`src/rtl/cnt_incclr_pkg.sv`:
```
package cnt_incclr_pkg;

  // Conflict policy for inc and clr asserted together
  typedef enum logic [1:0] {
    POL_HOLD  = 2'd0,
    POL_INC   = 2'd1,
    POL_CLR   = 2'd2,
    POL_NEVER = 2'd3
  } policy_e;

  // Resolved action for one cycle
  typedef enum logic [1:0] {
    ACT_KEEP = 2'd0,
    ACT_STEP = 2'd1,
    ACT_ZERO = 2'd2
  } action_e;

endpackage

```
`src/rtl/cnt_incclr_arb.sv`:
```
module cnt_incclr_arb
  import cnt_incclr_pkg::*;
#(
  parameter policy_e POLICY = POL_CLR
) (
  input  logic    inc,
  input  logic    clr,
  output action_e act
);

  action_e both_act;

  generate
    if (POLICY == POL_HOLD) begin : g_hold
      assign both_act = ACT_KEEP;
    end else if (POLICY == POL_INC) begin : g_incw
      assign both_act = ACT_STEP;
    end else begin : g_clrw
      // POL_CLR and POL_NEVER share the clear-wins fallback
      assign both_act = ACT_ZERO;
    end
  endgenerate

  always_comb begin
    unique case ({inc, clr})
      2'b00:   act = ACT_KEEP;
      2'b10:   act = ACT_STEP;
      2'b01:   act = ACT_ZERO;
      default: act = both_act;
    endcase
  end

endmodule

```
`src/rtl/cnt_incclr_nxt.sv`:
```
module cnt_incclr_nxt
  import cnt_incclr_pkg::*;
#(
  parameter int CNT_W = 2
) (
  input  logic [CNT_W-1:0] cur,
  input  action_e          act,
  output logic [CNT_W-1:0] nxt
);

  localparam logic [CNT_W-1:0] ONE  = CNT_W'(1);
  localparam logic [CNT_W-1:0] ZERO = '0;

  always_comb begin
    unique case (act)
      ACT_STEP: nxt = cur + ONE;
      ACT_ZERO: nxt = ZERO;
      default:  nxt = cur;
    endcase
  end

endmodule

```
`src/rtl/cnt_incclr_dec.sv`:
```
module cnt_incclr_dec #(
  parameter int CNT_W = 2,
  localparam int NVAL = 2 ** CNT_W,
  parameter logic [NVAL-1:0] Z_MASK = NVAL'(9)
) (
  input  logic [CNT_W-1:0] val,
  output logic             hit
);

  assign hit = Z_MASK[val];

endmodule

```
`src/rtl/cnt_incclr.sv`:
```
module cnt_incclr
  import cnt_incclr_pkg::*;
#(
  parameter int CNT_W = 2,
  parameter policy_e POLICY = POL_CLR,
  localparam int NVAL = 2 ** CNT_W,
  parameter logic [NVAL-1:0] Z_MASK = NVAL'(9)
) (
  input  logic             clk,
  input  logic             rst,
  input  logic             inc,
  input  logic             clr,
  output logic [CNT_W-1:0] count,
  output logic             z
);

  action_e          act;
  logic [CNT_W-1:0] cnt_nxt;
  logic             z_nxt;

  cnt_incclr_arb #(.POLICY(POLICY)) u_arb (
    .inc (inc),
    .clr (clr),
    .act (act)
  );

  cnt_incclr_nxt #(.CNT_W(CNT_W)) u_nxt (
    .cur (count),
    .act (act),
    .nxt (cnt_nxt)
  );

  cnt_incclr_dec #(.CNT_W(CNT_W), .Z_MASK(Z_MASK)) u_dec (
    .val (cnt_nxt),
    .hit (z_nxt)
  );

  always_ff @(posedge clk) begin
    if (rst) begin
      count <= '0;
      z     <= Z_MASK[0];
    end else begin
      count <= cnt_nxt;
      z     <= z_nxt;
    end
  end

endmodule

```
`config.mk`:
```
export PLATFORM = sky130hd
export DESIGN_NAME = cnt_incclr
export DESIGN_NICKNAME = d
export VERILOG_FILES = /design/src/rtl/cnt_incclr_pkg.sv /design/src/rtl/cnt_incclr_arb.sv /design/src/rtl/cnt_incclr_nxt.sv /design/src/rtl/cnt_incclr_dec.sv /design/src/rtl/cnt_incclr.sv
export SDC_FILE = /design/constraint.sdc
export NUM_CORES = 1
export LEC_CHECK = 0
export BUFFER_PORTS_ARGS = -buffer_cell sky130_fd_sc_hd__buf_2
export CORE_AREA = 2 2 39 41
export CTS_CLUSTER_DIAMETER = 60
export DETAILED_ROUTE_END_ITERATION = 8
export DIE_AREA = 0 0 41 43
export SLEW_MARGIN = 15
export SYNTH_ARGS = -nofsm -noshare
export SYNTH_HDL_FRONTEND = slang
export SYNTH_SLANG_ARGS = --single-unit
```
`constraint.sdc`:
```
create_clock -name clk -period 0.98 [get_ports clk]
set_clock_uncertainty 0.05 [all_clocks]
set_input_delay 0.147 -clock clk [delete_from_list [all_inputs] [get_ports clk]]
set_output_delay 0.147 -clock clk [all_outputs]
set_load 0.03 [all_outputs]
```
# After elaboration in Yosys (flattened, before gate mapping)
# Cells that the tools add are included.
[totals]
regBits = 3
input_bits = 4
output_inout_bits = 3
word_cells = 12
[classes]
addsub = 1
magnitude_cmp = 1
n_eq_ne = 3
n_mux = 4
reduce_logical = 1
[op_table]
columns = ["op", "n"]
rows = [
  ["$pmux 2 s2", 2],
  ["$eq 2x2->1 const B", 2],
  ["$lt 2x3->1 const B", 1],
  ["$add 2x1->2 const B", 1],
  ["$bmux 1 s2", 1],
  ["$eq 2x1->1 const B", 1],
  ["$logic_not 2->1", 1],
  ["$mux 1", 1],
]

# Logic depth before layout (Yosys ltp)
[depth]
depth_word = 6
depth_mapped = 2
depth_no_buf = 2

# Modules after synthesis
# Synthesis repeated with hierarchy kept, for this count alone.
[hier_totals]
hier_cells = 18
hier_area_um2 = 167.7
[by_module_without_submodules]
columns = ["mod", "n_inst", "cells_per_inst", "area_per_inst_um2", "seq_area_each_um2"]
rows = [
  ["cnt_incclr", 1, 6, 83.8, 60.1],
  ["cnt_incclr_nxt", 1, 9, 65.1, 0.0],
  ["cnt_incclr_arb", 1, 2, 10.0, 0.0],
  ["cnt_incclr_dec", 1, 1, 8.8, 0.0],
]

# Least setup slack after synthesis
# Ideal clock, no wire load.
[synth_path]
kind = "reg2reg"
from = "register count[1]"
to = "register count[1]"
setup_time_ns = 0.115
arrival_time_ns = 0.898
required_ns = 0.815
path_slack_ns = -0.083
stages_incl_launch_ff = 3
n_path_buf = 0
cell_sequence = "dfxtp_1 and3b_2 o21a_1"
[synth_via]
elab_chain_cells = 2
[synth_rtl]
columns = ["item", "line_no", "text"]
rows = [
  ["start, declared", "cnt_incclr.sv:13", "output logic [CNT_W-1:0] count,"],
  ["start signal, assigned", "cnt_incclr.sv:43", "count <= cnt_nxt;"],
  ["$add 2x1->2", "cnt_incclr_nxt.sv:16", "ACT_STEP: nxt = cur + ONE;"],
  ["$pmux 2 s2 *", "cnt_incclr_nxt.sv:15", "unique case (act)"],
]
# Mark *: on every way between the ends. The rest lies on a longest branch, timed or not.
# A chain may end at the register's enable or synchronous reset.

# Worst setup path after layout
[layout_path]
from = "register count[0]"
to = "output port count[0]"
# No word-level cell between the ends.

==> results_dict.tcl <==
set metrics [dict create \
    power_density_nw_per_um2 1872 \
    syn_area_per_cell_um2 9.905 \
    ant_nets 0 \
    seq_area_um2 62.56 \
    final_hold_viol_count 0 \
    synth_ff_type "dfxtp_1" \
    wl_per_cell_um 6.842 \
    synth-compound-area-share 0.1684 \
    hold_class "in2reg" \
    fmax_mhz 1073 \
    worst_setup_path_start_kind "flip-flop" \
    clkLatencyLatePin_ns 0.23 \
    syn_nets 16 \
    crit_start "count[0]$_SDFF_PP0_" \
    yosysMostFrequentCell "dfxtp_1" \
    num_antenna_cells 0 \
    vias 125 \
    grt_pass1_wl_um 420 \
    whs_ns 0.03386 \
    dieArea_um2 1763 \
    yosys.area_share.simple 0.2526 \
    async_flop_share 0 \
    cts_buffers 3 \
    synthAdderAreaFrac 0 \
    synth_top_area_frac 0.5053 \
    min_to "count[0]$_SDFF_PP0_" \
    required_ns 0.78 \
    crit_arrival_ns 0.73 \
    critPathKind "reg2out" \
    worstPathMaxFanout 6 \
    synthCells 12 \
    first_pass_iters 2 \
    drt_wl_total_um 260 \
    holdPathStages 2 \
    syn-cell-area_um2 118.9 \
    worst-r2r-setup-slack_ns 0.11 \
    slew_viol_final 0 \
    critical-path-top-delay-family "flip-flops" \
    yosysTopAreaCell "dfxtp_1" \
    path_cells "buf_6" \
    cp_slowest_cell "dfxtp_2" \
    drt-initial-drc-count 2 \
    crit_path_end_kind "output port" \
    first_global_vias 123 \
    syn2layout_area_growth_pct 73.68 \
    gp_congestion 0.4182 \
    clock_path_buffers 2 \
    relSlewSlack 0.8982 \
    setup_viol 0 \
    antenna_found_initial 0 \
    cap_violations 0 \
    rsz0062_at_grt "no" \
    synth-xor-area-share 0.07368 \
    grt_overflow 0 \
    worstReg2RegEnd "z$_SDFF_PP1_" \
    muxShareOfSynthArea 0 \
    ys_top_cells_by_area "dfxtp_1 51%, and3b_2 8.4%, xnor2_1 7.4%" \
    fillers 161 \
    vdd_ir_drop_max_uv 326.5 \
    period_minus_slack_ns 0.9319 \
    yosysSeqAreaShare 0.5053 \
    slowest_delay_ns 0.36 \
    clock-sinks 3 \
    total_power_uw 386.5 \
    reg2reg_depth 2 \
    die_x_um 41 \
    layout-drive-gt1-share 0.5455 \
    crit_buf_inv 1 \
    yosys_warnings 0 \
    final_nets 27 \
    synth_edf_count 0 \
    avgViaCountPerCell 3.289 \
    tns_ns 0 \
    worstHoldStart "clr" \
    multi_input_area_um2 58.81 \
    clk_pin_slew_ns 0.03 \
    fp.dieH_um 43 \
    min_period_over_period 0.9509 \
    reg2reg_from "count[1]$_SDFF_PP0_" \
    io_pins 7 \
    start_util 0.08590 \
    rows 14 \
    ys_ff_latch 3 \
    status "complete, no violations" \
    p_leak_nw 0.08594 \
    portBuffers 6 \
    clock-root-buffer "clkbuf_4" \
    htree_levels 1 \
    grtUsageTotal 0.04605 \
    core_um2 1384 \
    cts_tree "built" \
    synth_cell_types 10 \
    grt_max_degree 7 \
    drc 0 \
    synth_top_family_by_area "simple AND/OR/NAND/NOR gates" \
    worst_slew_pin_slew_ns 0.1521 \
]
-- cell usage in the layout (no fill, tap or decap) --
cell type  n
dfxtp_1    1
xnor2_1    1
nand3_1    1
clkbuf_1   1
buf_4      1
buf_6      1
nor3_1     1
o21a_1     1
clkbuf_4   3
dfxtp_2    2
o21ai_0    1
and3b_2    1
or3_1      1
buf_2      4
a21boi_0   1
nor2_1     1
-- layout make-up --
class,count,share of cell area
sequential,3,0.3030
multi-input combinational,9,0.2848
timing repair buffer,6,0.1879
clock buffer,4,0.1273
tap,16,0.09697
-- timing repair --
action | in CTS | in global routing
resized for setup | 1 | 3
endpoints found under the setup margin | 1 | 2
hold buffers | 0 | 0
buffers inserted | 0 | 0
-- power breakdown --
part / total [mW] / internal (mW) / switching, mW
sequential: 0.133 / 0.128 / 0.00429
clock: 0.215 / 0.152 / 0.0628
combinational: 0.0384 / 0.0179 / 0.0205
-- how the worst max path moves through the flow --
stage,endpoint,slack (ns),cells past startpoint
global route,count[0],0.003,1
detailed placement,z$_SDFF_PP1_,0.12,2
CTS,count[1],0.01,1
floorplan,count[1]$_SDFF_PP0_,0.03,2
finish,count[0],0.05,1
global placement,z$_SDFF_PP1_,0.12,2
-- per-stage QoR --
step / area (um^2) / cells / utilization / worst slack [ns]
2_1_floorplan: 121.4 / 12 / - / 0.02865
3_3_place_gp: 171.4 / 34 / 0.1239 / 0.1234
3_5_place_dp: 171.4 / 34 / 0.1239 / 0.1171
4_1_cts: 200.2 / 38 / 0.1447 / 0.01272
5_1_grt: 206.4 / 38 / 0.1492 / 0.003408
6_report: 206.4 / 38 / 0.1492 / 0.04813
-- registers in the layout (all words and copies together) (netlist names) --
register / flops
count: 2
z: 1
-- cell families (layout without fill, tap and decap cells) --
kind of cell              Yosys count  after routing
buffers and inverters               0             10
and+or+nand+nor                     5              5
xor gates and xnor gates            1              1
DFF                                 3              3
AOI/OAI and AO/OA                   3              3
-- per-layer routing --
metal  part of all wire  GRT usage
met3               0.15    0.06283
met5                  0          0
met4              0.046    0.06000
met2               0.43    0.05313
met1               0.37    0.02548
Note: power is estimated with default switching activity, not from simulation.
